### src/rtl/pm_pkg.sv
package pm_pkg;

    localparam int DW = 8;

    // register addresses
    localparam logic [2:0] A_ACT_EN    = 3'd0;
    localparam logic [2:0] A_ACT_CAUSE = 3'd1;
    localparam logic [2:0] A_IDLE_CFG  = 3'd2;
    localparam logic [2:0] A_GP_CFG    = 3'd3;
    localparam logic [2:0] A_GP_LOAD   = 3'd4;
    localparam logic [2:0] A_SMI_EN    = 3'd5;
    localparam logic [2:0] A_SMI_STAT  = 3'd6;

    // SMI cause bit positions
    localparam int C_SW     = 0;
    localparam int C_PERIPH = 1;
    localparam int C_DMA    = 2;
    localparam int C_PIN    = 3;
    localparam int C_IRQ    = 4;
    localparam int C_ACT    = 5;
    localparam int C_GP     = 6;
    localparam int C_IDLE   = 7;

    // activity bit that doubles as the DMA request cause
    localparam int S_DMA = 0;

    function automatic int unsigned idle_ticks(input logic [2:0] code,
                                               input int unsigned tps,
                                               input int unsigned spm);
        case (code)
            3'd1:    return tps;
            3'd2:    return 8 * tps;
            3'd3:    return 32 * tps;
            3'd4:    return spm * tps;
            3'd5:    return 8 * spm * tps;
            3'd6:    return 16 * spm * tps;
            3'd7:    return 32 * spm * tps;
            default: return 0;
        endcase
    endfunction

    function automatic int unsigned base_ticks(input logic [1:0] base,
                                               input int unsigned tf,
                                               input int unsigned tps,
                                               input int unsigned spm);
        case (base)
            2'd1:    return tf;
            2'd2:    return tps;
            2'd3:    return spm * tps;
            default: return 0;
        endcase
    endfunction

endpackage

### src/rtl/pm_sticky.sv
module pm_sticky #(
    parameter int W = 8
) (
    input  logic         clk,
    input  logic         rst_n,
    input  logic [W-1:0] set_i,
    input  logic [W-1:0] clr_i,
    output logic [W-1:0] q_o,
    output logic [W-1:0] nxt_o
);
    typedef struct packed {
        logic [W-1:0] bits;
    } st_t;

    st_t st_d, st_q;

    always_comb begin
        st_d = st_q;
        // set has priority over clear so no event is lost
        st_d.bits = (st_q.bits & ~clr_i) | set_i;
    end

    always_ff @(posedge clk or negedge rst_n) begin
        if (!rst_n) st_q <= '0;
        else        st_q <= st_d;
    end

    assign q_o   = st_q.bits;
    assign nxt_o = st_d.bits;
endmodule

### src/rtl/pm_idle_timer.sv
module pm_idle_timer #(
    parameter int unsigned TICKS_SEC = 32768,
    parameter int unsigned SECS_MIN  = 60
) (
    input  logic       clk,
    input  logic       rst_n,
    input  logic       tick_i,
    input  logic [2:0] code_i,
    input  logic       reload_i,
    output logic       expired_o,
    output logic       timeout_o
);
    localparam int unsigned MAX_T = 32 * SECS_MIN * TICKS_SEC;
    localparam int          CW    = $clog2(MAX_T + 1);

    typedef struct packed {
        logic [CW-1:0] cnt;
        logic          exp;
    } st_t;

    st_t           st_d, st_q;
    logic [CW-1:0] limit;

    always_comb begin
        st_d      = st_q;
        timeout_o = 1'b0;
        limit     = CW'(pm_pkg::idle_ticks(code_i, TICKS_SEC, SECS_MIN));
        if (reload_i) begin
            st_d.cnt = '0;
            st_d.exp = 1'b0;
        end else if (!st_q.exp && (code_i != 3'd0) && tick_i) begin
            if (st_q.cnt == limit - CW'(1)) begin
                st_d.exp  = 1'b1;
                timeout_o = 1'b1;
            end else begin
                st_d.cnt = st_q.cnt + CW'(1);
            end
        end
    end

    always_ff @(posedge clk or negedge rst_n) begin
        if (!rst_n) st_q <= '0;
        else        st_q <= st_d;
    end

    assign expired_o = st_q.exp;
endmodule

### src/rtl/pm_gp_timer.sv
module pm_gp_timer #(
    parameter int unsigned TICKS_FAST = 1,
    parameter int unsigned TICKS_SEC  = 32768,
    parameter int unsigned SECS_MIN   = 60,
    parameter int          DW         = 8
) (
    input  logic          clk,
    input  logic          rst_n,
    input  logic          tick_i,
    input  logic [1:0]    base_i,
    input  logic [DW-1:0] load_i,
    input  logic          reload_i,
    output logic          expired_o,
    output logic          timeout_o
);
    localparam int unsigned PMAX = (TICKS_SEC * SECS_MIN > TICKS_FAST) ?
                                   TICKS_SEC * SECS_MIN : TICKS_FAST;
    localparam int          PW   = $clog2(PMAX + 1);

    typedef struct packed {
        logic [PW-1:0] pre;
        logic [DW-1:0] cnt;
        logic          exp;
    } st_t;

    st_t           st_d, st_q;
    logic [PW-1:0] period;

    always_comb begin
        st_d      = st_q;
        timeout_o = 1'b0;
        period    = PW'(pm_pkg::base_ticks(base_i, TICKS_FAST, TICKS_SEC, SECS_MIN));
        if (reload_i) begin
            st_d.pre = '0;
            st_d.cnt = load_i;
            st_d.exp = 1'b0;
        end else if (!st_q.exp && (base_i != 2'd0) && tick_i) begin
            if (st_q.pre == period - PW'(1)) begin
                st_d.pre = '0;
                st_d.cnt = st_q.cnt - DW'(1);
                if (st_q.cnt == DW'(1)) begin
                    st_d.exp  = 1'b1;
                    timeout_o = 1'b1;
                end
            end else begin
                st_d.pre = st_q.pre + PW'(1);
            end
        end
    end

    always_ff @(posedge clk or negedge rst_n) begin
        if (!rst_n) st_q <= '0;
        else        st_q <= st_d;
    end

    assign expired_o = st_q.exp;
endmodule

### src/rtl/pm_smi_ctrl.sv
module pm_smi_ctrl #(
    parameter int unsigned TICKS_FAST = 1,
    parameter int unsigned TICKS_SEC  = 32768,
    parameter int unsigned SECS_MIN   = 60
) (
    input  logic       clk,
    input  logic       rst_n,
    input  logic       tick_i,
    input  logic [7:0] act_i,
    input  logic       irq_i,
    input  logic       ext_pin_i,
    input  logic       periph_to_i,
    input  logic       sw_smi_i,
    input  logic       reg_we_i,
    input  logic [2:0] reg_addr_i,
    input  logic [7:0] reg_wdata_i,
    output logic [7:0] reg_rdata_o,
    output logic       smi_n_o
);
    import pm_pkg::*;

    typedef struct packed {
        logic [DW-1:0] act_en;
        logic [2:0]    idle_code;
        logic [1:0]    gp_base;
        logic [DW-1:0] gp_load;
        logic [DW-1:0] smi_en;
        logic          pin;
        logic          smi_n;
    } regs_t;

    regs_t r_d, r_q;

    logic          wr_act_en, wr_cause, wr_idle, wr_gp_cfg, wr_gp_load, wr_smi_en, wr_stat;
    logic [DW-1:0] act_en_q, smi_en_q;
    logic [DW-1:0] act_hit;
    logic [DW-1:0] act_cause_q, act_cause_clr, act_cause_d;
    logic [DW-1:0] smi_cause, smi_set, smi_stat_q, smi_stat_clr, smi_stat_d;
    logic          idle_reload, idle_to, idle_exp;
    logic          gp_reload, gp_to, gp_exp;
    logic          pin_toggle;

    assign act_en_q = r_q.act_en;
    assign smi_en_q = r_q.smi_en;

    // write decode
    always_comb begin
        wr_act_en  = reg_we_i && (reg_addr_i == A_ACT_EN);
        wr_cause   = reg_we_i && (reg_addr_i == A_ACT_CAUSE);
        wr_idle    = reg_we_i && (reg_addr_i == A_IDLE_CFG);
        wr_gp_cfg  = reg_we_i && (reg_addr_i == A_GP_CFG);
        wr_gp_load = reg_we_i && (reg_addr_i == A_GP_LOAD);
        wr_smi_en  = reg_we_i && (reg_addr_i == A_SMI_EN);
        wr_stat    = reg_we_i && (reg_addr_i == A_SMI_STAT);
    end

    // event gathering
    always_comb begin
        act_hit       = act_i & act_en_q;
        idle_reload   = (|act_hit) || wr_idle;
        gp_reload     = wr_gp_cfg || wr_gp_load;
        pin_toggle    = ext_pin_i ^ r_q.pin;
        act_cause_clr = wr_cause ? reg_wdata_i : '0;
        smi_stat_clr  = wr_stat ? reg_wdata_i : '0;
        smi_cause          = '0;
        smi_cause[C_IDLE]   = idle_to;
        smi_cause[C_GP]     = gp_to;
        smi_cause[C_ACT]    = |act_hit;
        smi_cause[C_IRQ]    = irq_i;
        smi_cause[C_PIN]    = pin_toggle;
        smi_cause[C_DMA]    = act_i[S_DMA];
        smi_cause[C_PERIPH] = periph_to_i;
        smi_cause[C_SW]     = sw_smi_i;
        smi_set = smi_cause & smi_en_q;
    end

    // register next state
    always_comb begin
        r_d = r_q;
        if (wr_act_en)  r_d.act_en    = reg_wdata_i;
        if (wr_idle)    r_d.idle_code = reg_wdata_i[2:0];
        if (wr_gp_cfg)  r_d.gp_base   = reg_wdata_i[1:0];
        if (wr_gp_load) r_d.gp_load   = reg_wdata_i;
        if (wr_smi_en)  r_d.smi_en    = reg_wdata_i;
        r_d.pin   = ext_pin_i;
        r_d.smi_n = ~|(smi_stat_d & r_d.smi_en);
    end

    always_ff @(posedge clk or negedge rst_n) begin
        if (!rst_n) begin
            r_q       <= '0;
            r_q.smi_n <= 1'b1;
        end else begin
            r_q <= r_d;
        end
    end

    pm_idle_timer #(
        .TICKS_SEC (TICKS_SEC),
        .SECS_MIN  (SECS_MIN)
    ) i_idle (
        .clk       (clk),
        .rst_n     (rst_n),
        .tick_i    (tick_i),
        .code_i    (r_q.idle_code),
        .reload_i  (idle_reload),
        .expired_o (idle_exp),
        .timeout_o (idle_to)
    );

    pm_gp_timer #(
        .TICKS_FAST (TICKS_FAST),
        .TICKS_SEC  (TICKS_SEC),
        .SECS_MIN   (SECS_MIN),
        .DW         (DW)
    ) i_gp (
        .clk       (clk),
        .rst_n     (rst_n),
        .tick_i    (tick_i),
        .base_i    (r_q.gp_base),
        .load_i    (r_d.gp_load),
        .reload_i  (gp_reload),
        .expired_o (gp_exp),
        .timeout_o (gp_to)
    );

    pm_sticky #(.W(DW)) i_act_cause (
        .clk   (clk),
        .rst_n (rst_n),
        .set_i (act_hit),
        .clr_i (act_cause_clr),
        .q_o   (act_cause_q),
        .nxt_o (act_cause_d)
    );

    pm_sticky #(.W(DW)) i_smi_stat (
        .clk   (clk),
        .rst_n (rst_n),
        .set_i (smi_set),
        .clr_i (smi_stat_clr),
        .q_o   (smi_stat_q),
        .nxt_o (smi_stat_d)
    );

    // read mux
    always_comb begin
        case (reg_addr_i)
            A_ACT_EN:    reg_rdata_o = r_q.act_en;
            A_ACT_CAUSE: reg_rdata_o = act_cause_q;
            A_IDLE_CFG:  reg_rdata_o = {5'd0, r_q.idle_code};
            A_GP_CFG:    reg_rdata_o = {6'd0, r_q.gp_base};
            A_GP_LOAD:   reg_rdata_o = r_q.gp_load;
            A_SMI_EN:    reg_rdata_o = r_q.smi_en;
            A_SMI_STAT:  reg_rdata_o = smi_stat_q;
            default:     reg_rdata_o = '0;
        endcase
    end

    assign smi_n_o = r_q.smi_n;
endmodule

### config.mk
export PLATFORM = sky130hd
export DESIGN_NAME = pm_smi_ctrl
export DESIGN_NICKNAME = d
export VERILOG_FILES = /design/src/rtl/pm_pkg.sv /design/src/rtl/pm_sticky.sv /design/src/rtl/pm_idle_timer.sv /design/src/rtl/pm_gp_timer.sv /design/src/rtl/pm_smi_ctrl.sv
export SDC_FILE = /design/constraint.sdc
export NUM_CORES = 1
export LEC_CHECK = 0
export ABC_AREA = 1
export CORE_UTILIZATION = 55
export DETAILED_ROUTE_END_ITERATION = 10
export DONT_BUFFER_PORTS = 1
export PLACE_DENSITY = 0.7
export SYNTH_ARGS = -nofsm -noshare
export SYNTH_HDL_FRONTEND = slang
export SYNTH_SLANG_ARGS = --single-unit
### constraint.sdc
create_clock -name clk -period 5.7 [get_ports clk]
set_input_delay 1.71 -clock clk [delete_from_list [all_inputs] [get_ports clk]]
set_output_delay 1.71 -clock clk [all_outputs]
set_load 0.005 [all_outputs]
# Word-level counts from Yosys, hierarchy flattened
# Index checks and enable logic that the tools add are counted.
dict set report word_totals {
  word_cells 102
  out_inout_bits 9
  ff_bits 104
  input_bits 27
}
dict set report classes {
  eq_ne 20
  mux 23
  n_reduce_logical 30
  bitwise_logic 10
  n_addsub 5
}
# op count
set op_table {}
lappend op_table {{26-bit one-hot mux with 7 select lines} 1}
lappend op_table {{21-bit one-hot mux with 3 select lines} 1}
lappend op_table {{30-bit two-way mux} 2}
lappend op_table {{8-bit one-hot mux with 7 select lines} 1}
lappend op_table {{27-bit two-way mux} 2}
lappend op_table {{8-bit AND} 5}
lappend op_table {{8-bit two-way mux} 4}
lappend op_table {{26-bit by 1-bit adder with 26-bit output (second input constant)} 1}
lappend op_table {{26-bit equality test} 1}
lappend op_table {{26-bit two-way mux} 1}
lappend op_table {{26-bit by 1-bit subtractor with 26-bit output (second input constant)} 1}
lappend op_table {{21-bit by 1-bit adder with 21-bit output (second input constant)} 1}
lappend op_table {{21-bit equality test} 1}
lappend op_table {{3-bit equality test (second input constant)} 7}
lappend op_table {{21-bit two-way mux} 1}
lappend op_table {{21-bit by 1-bit subtractor with 21-bit output (second input constant)} 1}
lappend op_table {{8-bit inverter} 2}
lappend op_table {{8-bit bitwise OR} 2}
lappend op_table {{8-bit OR reduction} 2}
lappend op_table {{3-bit by 2-bit equality test with 1-bit output (second input constant)} 4}
lappend op_table {{2-bit nonzero test} 6}
lappend op_table {{1-bit logical AND} 11}
lappend op_table {{1-bit two-way mux} 9}
lappend op_table {{9-bit two-way mux} 1}
lappend op_table {{13 further kinds} 20}

# Longest topological paths before layout
# Gate-level depths: netlist of the first run.
dict set report logic_depth {
  word_depth 12
  mapped_depth 13
  depth_no_buf 13
}

# Cells and area by module
# Synthesis of the first run repeated with hierarchy kept, for this count alone.
dict set report unflattened {
  cells_unflattened 1023
  area_unflattened_um2 6829.0
}
# mod cells_each area_per_inst_um2 instances seq_area_each_um2
set modules_own_cells {}
lappend modules_own_cells {pm_idle_timer 377 2339.7 1 675.6}
lappend modules_own_cells {pm_gp_timer 298 2037.0 1 750.7}
lappend modules_own_cells {pm_smi_ctrl 268 1811.7 1 777.0}
lappend modules_own_cells {pm_sticky 40 320.3 2 200.2}

# Worst setup path after synthesis of the first run
# No wires, ideal clock.
dict set report synth_timing {
  path_kind {input to output}
  start {input reg_addr_i[2]}
  end {output reg_rdata_o[5]}
  arrival_ns 2.614
  n_path_buf 1
  required_ns 3.990
  path_stages 7
  slack_ns 1.376
  cell_sequence {buf_4 > inv_2 > nand2_1 > clkinv_1 > a22o_1 > a221oi_1 > nand2_1}
}
dict set report synth_between {
  elab_chain_cells 2
  word_cells_on_any_way 8
  classes_between {eq/ne (6); mux (1); reduce/logical (1)}
}
# item line_no
set synth_rtl {}
lappend synth_rtl {{from (decl)} pm_smi_ctrl.sv:15} ;# input logic [2:0] reg_addr_i,
lappend synth_rtl {{3-bit equality test, or another cell as far along} pm_smi_ctrl.sv:147} ;# case (reg_addr_i)
lappend synth_rtl {{8-bit one-hot mux with 7 select lines *} pm_smi_ctrl.sv:147}
lappend synth_rtl {{to (decl)} pm_smi_ctrl.sv:17} ;# output logic [7:0] reg_rdata_o,
# Mark *: on every way between the ends. The rest lies on a longest branch, timed or not.

# Worst setup path after layout of the first run
dict set report layout_timing {
  start {input reg_addr_i[0]}
  end {output reg_rdata_o[5]}
}
# Same word-level chain as after synthesis.

==> impl_metrics.csv, run 1 <==
group,metric,value,unit
pwr,pwr_density_cell,300,nW/um^2
sta,rsz0062_at_grt,"no",
run_status,status,"finished with violations",
finish,syn_to_final_growth,4.77,%
detailed_routing,drt_iter0_drc,431,
worst_setup_path,reg2reg_slack,3060,ps
grt,gr-total-overflow,0,
floorplan,die-width,111,um
worst_setup_path,path_common_cell,"nand2_1",
finish,multiInputGateArea,3460,um^2
run_status,violations,"design-rule violations",
worst_setup_path,crit_type,"input port to primary output",
clocking,clk_latency,360,ps
detailed_routing,num_vias,5875,
worst_setup_path,cp.arrival,2710,ps
sta,final.setup.tns,0,ps
worst_setup_path,endpoint_kind,"primary output",
floorplan,chipHeight,111,um
yosys,postSynthAreaPerCell,7.28,um^2
grt,grt_pass1_wl,27500,um
clocking,path_clk_slew,70,ps
yosys,yosysTopAreaCellShare,39.3,%
place,dpl.cell_count,1019,
detailed_routing,drt_first_pass_iters,8,
clocking,cts_buffers,9,
detailed_routing,ant_nets,0,
worst_setup_path,critical_path_required,3990,ps
worst_setup_path,cp-start-kind,"input port",
grt,grt_start_max_net_pins,105,
pwr,vdd_drop_max,0.218,mV
detailed_routing,drc,6,
yosys,synthFlopType,"dfrtp_1",
floorplan,rows,39,
worst_setup_path,critPathMaxStageDelay,260,ps
yosys,yosysWarnings,0,
yosys,synth.most_common_cell,"nand2_1",
yosys,syn_inst,901,
yosys,ys_ff_latch,104,
grt,grt.total_usage,27.6,%
finish,seqCellArea,2600,um^2
worst_setup_path,startpoint,"reg_addr_i[0]",
sta,period_minus_slack,4430,ps
place,place_ws,1280,ps
hold_path,hold_depth,2,
clocking,htree_levels,3,
yosys,synth_edf_count,0,
worst_setup_path,path_cells,"inv_2, nor2_2, nand2_1, clkinv_1, a22o_1, a221oi_1, nand2_1",
yosys,synth.cell_area,6560,um^2
detailed_routing,wl_per_cell,15.2,um
sta,finalSetupViolations,0,
worst_setup_path,r2r-end,"i_idle.st_q[21]",
sta,tightest_slew,665,ps
sta,slew_headroom,55.7,%
sta,setup_slack,1280,ps
floorplan,initial_core_util,57.0,%
yosys,synth_nets,935,
worst_setup_path,critPathMaxFanout,9,
finish,antenna_cells,0,
finish,drive_gt1_share,10.5,%
yosys,synth_cell_types,44,
clocking,cts_tree,"done",
clocking,cts.sinks,104,
sta,finalHoldViolCount,0,
yosys,ys_seq_area_share,39.7,%
finish,final_cells,1035,
sta,drv_slew,0,
grt,first_global_vias,5721,
yosys,synth_common_cells,"307 x nand2_1, 103 x dfrtp_1, 90 x nor2_1, 77 x inv_1, 60 x o21ai_0",
floorplan,coreArea,11500,um^2
yosys,async_flop_share,100,%
finish,n_fill_cell,1074,
yosys,synth.area.top_cells,"dfrtp_1 39%, nand2_1 18%, nor2_1 5.1%",
detailed_routing,drt-total-wl,15700,um
worst_setup_path,ff2ff_path_depth,11,
hold_path,min_path_type,"register to register",
worst_setup_path,r2r-start,"act_en_q[5]",
floorplan,ioPinCount,36,
place,gp_congestion,0.940,
clocking,cts_setup_buffers,0,
hold_path,hp-start,"smi_en_q[0]",
sta,fmax,226,MHz
pwr,p_leak,0.00317,uW
sta,finalCritPeriodShare,77.6,%
floorplan,die-area,12400,um^2
clocking,ctsResizeCount,0,
place,numPortBuffers,0,
yosys,synth_area_leader_cell,"dfrtp_1",
clocking,holdBufCountCts,0,
grt,antenna_found_initial,0,
worst_setup_path,cp_slowest_cell,"a22o_1",
hold_path,whs_endpoint,"i_smi_stat.q_o[0]",
detailed_routing,vias_per_cell,5.68,
finish,nets,921,
clocking,clockRootBuffer,"clkbuf_16",
place,dp_hpwl,11600,um
job,drv_cap,0,
sta,fin_skew,9.65,ps
clocking,cts_max_path_buffers,2,
[placed cells by master, fill, tap and decap left out, types with 17 or more instances in the layout]
master,count
xor2_1,17
inv_1,77
dfrtp_1,103
nand4_1,25
nand3_1,55
nand2_1,307
o21ai_2,25
o21ai_0,60
nor2_1,90
[critical path: cells and delay by family]
| family | cells | cell delay, ps |
|---|---|---|
| AND/OR/NAND/NOR | 3 | 230 |
| buffers and inverters | 2 | 270 |
| AO/OA/AOI/OAI | 2 | 490 |
[worst max path at each step]
stage                           to  slack [ps]  cells after the start
finish              reg_rdata_o[5]        1280                      7
global route        reg_rdata_o[5]        1180                      7
CTS                 reg_rdata_o[5]        1280                      7
detailed placement  reg_rdata_o[5]        1280                      7
global placement    reg_rdata_o[7]        1350                      7
floorplan           reg_rdata_o[5]        1380                      7
[cell type report]
type | count | area share, %
Tap cell | 143 | 2.60
Multi-Input combinational cell | 689 | 50.4
Clock buffer | 10 | 3.33
Inverter | 83 | 4.61
Clock inverter | 6 | 1.22
Sequential cell | 104 | 37.9
[flip-flops by register name, indices dropped and copies added (netlist names)]
signal and count:
smi_n_o 1, i_idle.expired_o 1, i_act_cause.q_o 8, r_q 14
i_gp.expired_o 1, i_smi_stat.q_o 8, i_idle.st_q 26, act_en_q 8
i_gp.st_q 29, smi_en_q 8
[cells by family (layout without fill, tap and decap cells)]
family / after synthesis / after routing / share of synthesized area, %
AO/OA/AOI/OAI: 117 / 117 / 11.6
buffers and inverters: 108 / 99 / 7.55
flip-flops: 104 / 104 / 39.7
adder cells (fa/ha/maj): 7 / 7 / 1.33
AND/OR/NAND/NOR: 543 / 543 / 36.9
XOR/XNOR: 22 / 22 / 2.94
[metal layers]
| layer | wire length, um | global-route usage, % | vias to the layer above |
|---|---|---|---|
| met5 | 0 | 0 | - |
| met3 | 1070 | 6.62 | 17 |
| li1 | - | - | 2894 |
| met4 | 178 | 7.75 | 0 |
| met2 | 7200 | 43.6 | 177 |
| met1 | 7280 | 37.8 | 2787 |
[metrics by stage]
step	util, %	hold slack (ps)	total power [uW]	cell area [um^2]
floorplan	-	449	1310	6560
global placement	57.0	464	1390	6560
detailed placement	57.0	493	1410	6560
CTS	59.7	509	2080	6870
global route	59.7	530	2190	6870
finish	59.7	505	2060	6870
[power breakdown]
| group | internal [uW] | leakage, uW | total, uW | switching [uW] |
|---|---|---|---|---|
| Sequential | 839 | 0.00131 | 945 | 106 |
| Clock | 354 | 0.000155 | 658 | 303 |
| Combinational | 155 | 0.00170 | 461 | 307 |
(Power assumes the default switching activity.)
==> run 2: changes to the inputs <==
ABC_AREA = 0   (was 1)
PLACE_DENSITY = 0.73   (was 0.7)
clock period = 3.86 ns   (was 5.7 ns; I/O delays follow)
==> run 2 against run 1 <==
  * The run now ends clean
  * Synthesized cell count decreased by 31%
  * Clock power grew 9.9%
  * Combinational power increased by 15%
  * Final area decreased by 8.6%
  * Largest cell class unchanged
  * Largest power group unchanged
==> impl_metrics.csv, run 2 <==
group,metric,value,unit
yosys,synth.cell_area,6060,um^2
yosys,synth_edf_count,0,
yosys,synthFlopType,"dfrtp_1",
sta,finalCritPeriodShare,77.7,%
sta,finalHoldViolCount,0,
grt,grt_start_max_net_pins,105,
sta,fin_skew,8.38,ps
floorplan,die-width,107,um
floorplan,ioPinCount,36,
grt,gr-total-overflow,0,
yosys,synth_common_cells,"103 x dfrtp_1, 62 x nand2_1, 38 x a21oi_1, 33 x nor2_1, 31 x nand3_1",
grt,first_global_vias,4756,
worst_setup_path,critical_path_required,2700,ps
detailed_routing,drt_first_pass_iters,5,
pwr,pwr_density_cell,421,nW/um^2
yosys,postSynthAreaPerCell,9.67,um^2
yosys,synth_nets,660,
detailed_routing,drt-total-wl,14100,um
clocking,cts.sinks,104,
worst_setup_path,startpoint,"reg_addr_i[0]",
worst_setup_path,r2r-start,"r_q[18]",
place,placed_area,6070,um^2
yosys,async_flop_share,100,%
clocking,cts_buffers,9,
finish,nets,638,
finish,drive_gt1_share,11.7,%
clocking,cts_tree,"done",
pwr,vdd_drop_max,0.258,mV
detailed_routing,drt_iter0_drc,359,
clocking,clockRootBuffer,"clkbuf_8",
place,numPortBuffers,0,
finish,reg_top3,"i_gp.st_q (29), i_idle.st_q (26), r_q (14)",
detailed_routing,ant_nets,0,
clocking,holdBufCountCts,0,
floorplan,initial_core_util,57.6,%
detailed_routing,drc,0,
yosys,ys_seq_area_share,43.0,%
sta,finalSetupViolations,0,
finish,syn_to_final_growth,3.78,%
finish,largest_reg_flops,29,
worst_setup_path,crit_path_end,"reg_rdata_o[1]",
detailed_routing,vias_per_cell,6.56,
yosys,syn_inst,626,
floorplan,die-area,11400,um^2
clocking,cts_setup_buffers,0,
sta,drv_slew,0,
finish,mostFrequentLayoutCell,"dfrtp_1",
worst_setup_path,r2r-end,"i_gp.st_q[19]",
sta,fmax,333,MHz
sta,final.setup.tns,0,ps
pwr,finalPower,2650,uW
worst_setup_path,critPathMaxFanout,24,
sta,slew_headroom,38.8,%
yosys,yosysWarnings,0,
sta,rsz0062_at_grt,"no",
pwr,p_leak,0.00251,uW
place,gp_congestion,0.897,
floorplan,coreArea,10500,um^2
yosys,ys_ff_latch,104,
yosys,synth_cell_types,71,
detailed_routing,wl_per_cell,19.0,um
grt,grt_pass1_wl,24100,um
grt,antenna_found_initial,0,
finish,antenna_cells,0,
worst_setup_path,cp.arrival,1840,ps
finish,top_register,"i_gp.st_q",
worst_setup_path,crit_type,"input port to primary output",
worst_setup_path,ff2ff_path_depth,8,
yosys,synth.most_common_cell,"dfrtp_1",
worst_setup_path,cp-start-kind,"input port",
sta,period_minus_slack,3000,ps
detailed_routing,num_vias,4885,
job,drv_cap,0,
hold_path,min_path_type,"input port to asynchronous set/reset pin",
yosys,synth_area_leader_cell,"dfrtp_1",
clocking,cts_max_path_buffers,2,
finish,final_cell_mix,"103 x dfrtp_1, 62 x nand2_1, 38 x a21oi_1",
grt,grt.total_usage,26.8,%
sta,tightest_slew,918,ps
finish,final_area,6280,um^2
yosys,yosysTopAreaCellShare,42.6,%
place,dp_hpwl,9890,um
run_status,status,"completed",
floorplan,rows,37,
clocking,clk_latency,370,ps
floorplan,chipHeight,107,um
clocking,path_clk_slew,110,ps
worst_setup_path,endpoint_kind,"primary output",
clocking,ctsResizeCount,0,
yosys,synth.area.top_cells,"dfrtp_1 43%, mux2_2 5.4%, nand2_1 3.8%",
clocking,htree_levels,3,
worst_setup_path,reg2reg_slack,1000,ps
[run 2: cell types whose count changed in the layout (fill, tap and decap cells not counted), moves of 22 or more]
| cell | change |
|---|---|
| a21oi_1 | +33 |
| or4_1 | +22 |
| o21ai_0 | -42 |
| inv_1 | -64 |
| mux2_2 | +29 |
| nand2_1 | -245 |
| nand3_1 | -24 |
| nor2_1 | -57 |
| o21ai_2 | -25 |
[run 2: logic make-up after synthesis]
family | share of synthesized area, %
multiplexers | 8.70
AO/OA/AOI/OAI | 17.1
AND/OR/NAND/NOR | 22.4
buffers and inverters | 4.34
XOR/XNOR | 3.04
flip-flops | 43.0
adder cells (fa/ha/maj) | 1.45
[run 2: worst min path at each step]
stage | to | slack [ps] | cells past startpoint
6_report | i_idle.st_q[19] | 460 | 0
5_1_grt | i_act_cause.q_o[2] | 430 | 0
4_1_cts | r_q[13] | 440 | 0
3_5_place_dp | i_act_cause.q_o[7] | 490 | 1
3_3_place_gp | i_idle.expired_o | 490 | 2
2_1_floorplan | i_smi_stat.q_o[5] | 460 | 2
[run 2: per-layer routing]
| layer | GRT usage, % | up-vias | wire (um) | share of wire [%] |
|---|---|---|---|---|
| met5 | 0 | - | 0 | 0 |
| met4 | 7.63 | 0 | 180 | 1.3 |
| met3 | 5.35 | 16 | 952 | 6.7 |
| met2 | 41.5 | 155 | 6540 | 46 |
| met1 | 38.1 | 2423 | 6450 | 46 |
| li1 | - | 2291 | - | - |
[run 2: metrics by stage]
| step | worst slack [ps] | utilization, % | cells | hold WS [ps] |
|---|---|---|---|---|
| floorplan | 297 | - | 626 | 458 |
| global placement | 770 | 57.8 | 729 | 487 |
| detailed placement | 708 | 57.8 | 729 | 489 |
| CTS | 856 | 59.8 | 745 | 443 |
| global route | 784 | 59.8 | 745 | 426 |
| finish | 859 | 59.8 | 745 | 464 |
[run 2: final cells by class]
type	count	area (um^2)
clock inverters	7	88.8
repair buffers	7	52.6
multi-input cells	467	3190
flip-flops and latches	104	2600
well taps	136	170
inverters	15	56.3
fillers	897	4220
clock buffers	9	124
[run 2: power by group]
part           internal, uW  switching [uW]
registers              1220             174
logic                   259             270
clock network           316             407
[run 2: worst max-delay path, stage by stage]
cell and delay [ps]:
mux4_2 470, nand2_1 80, o21ai_0 130
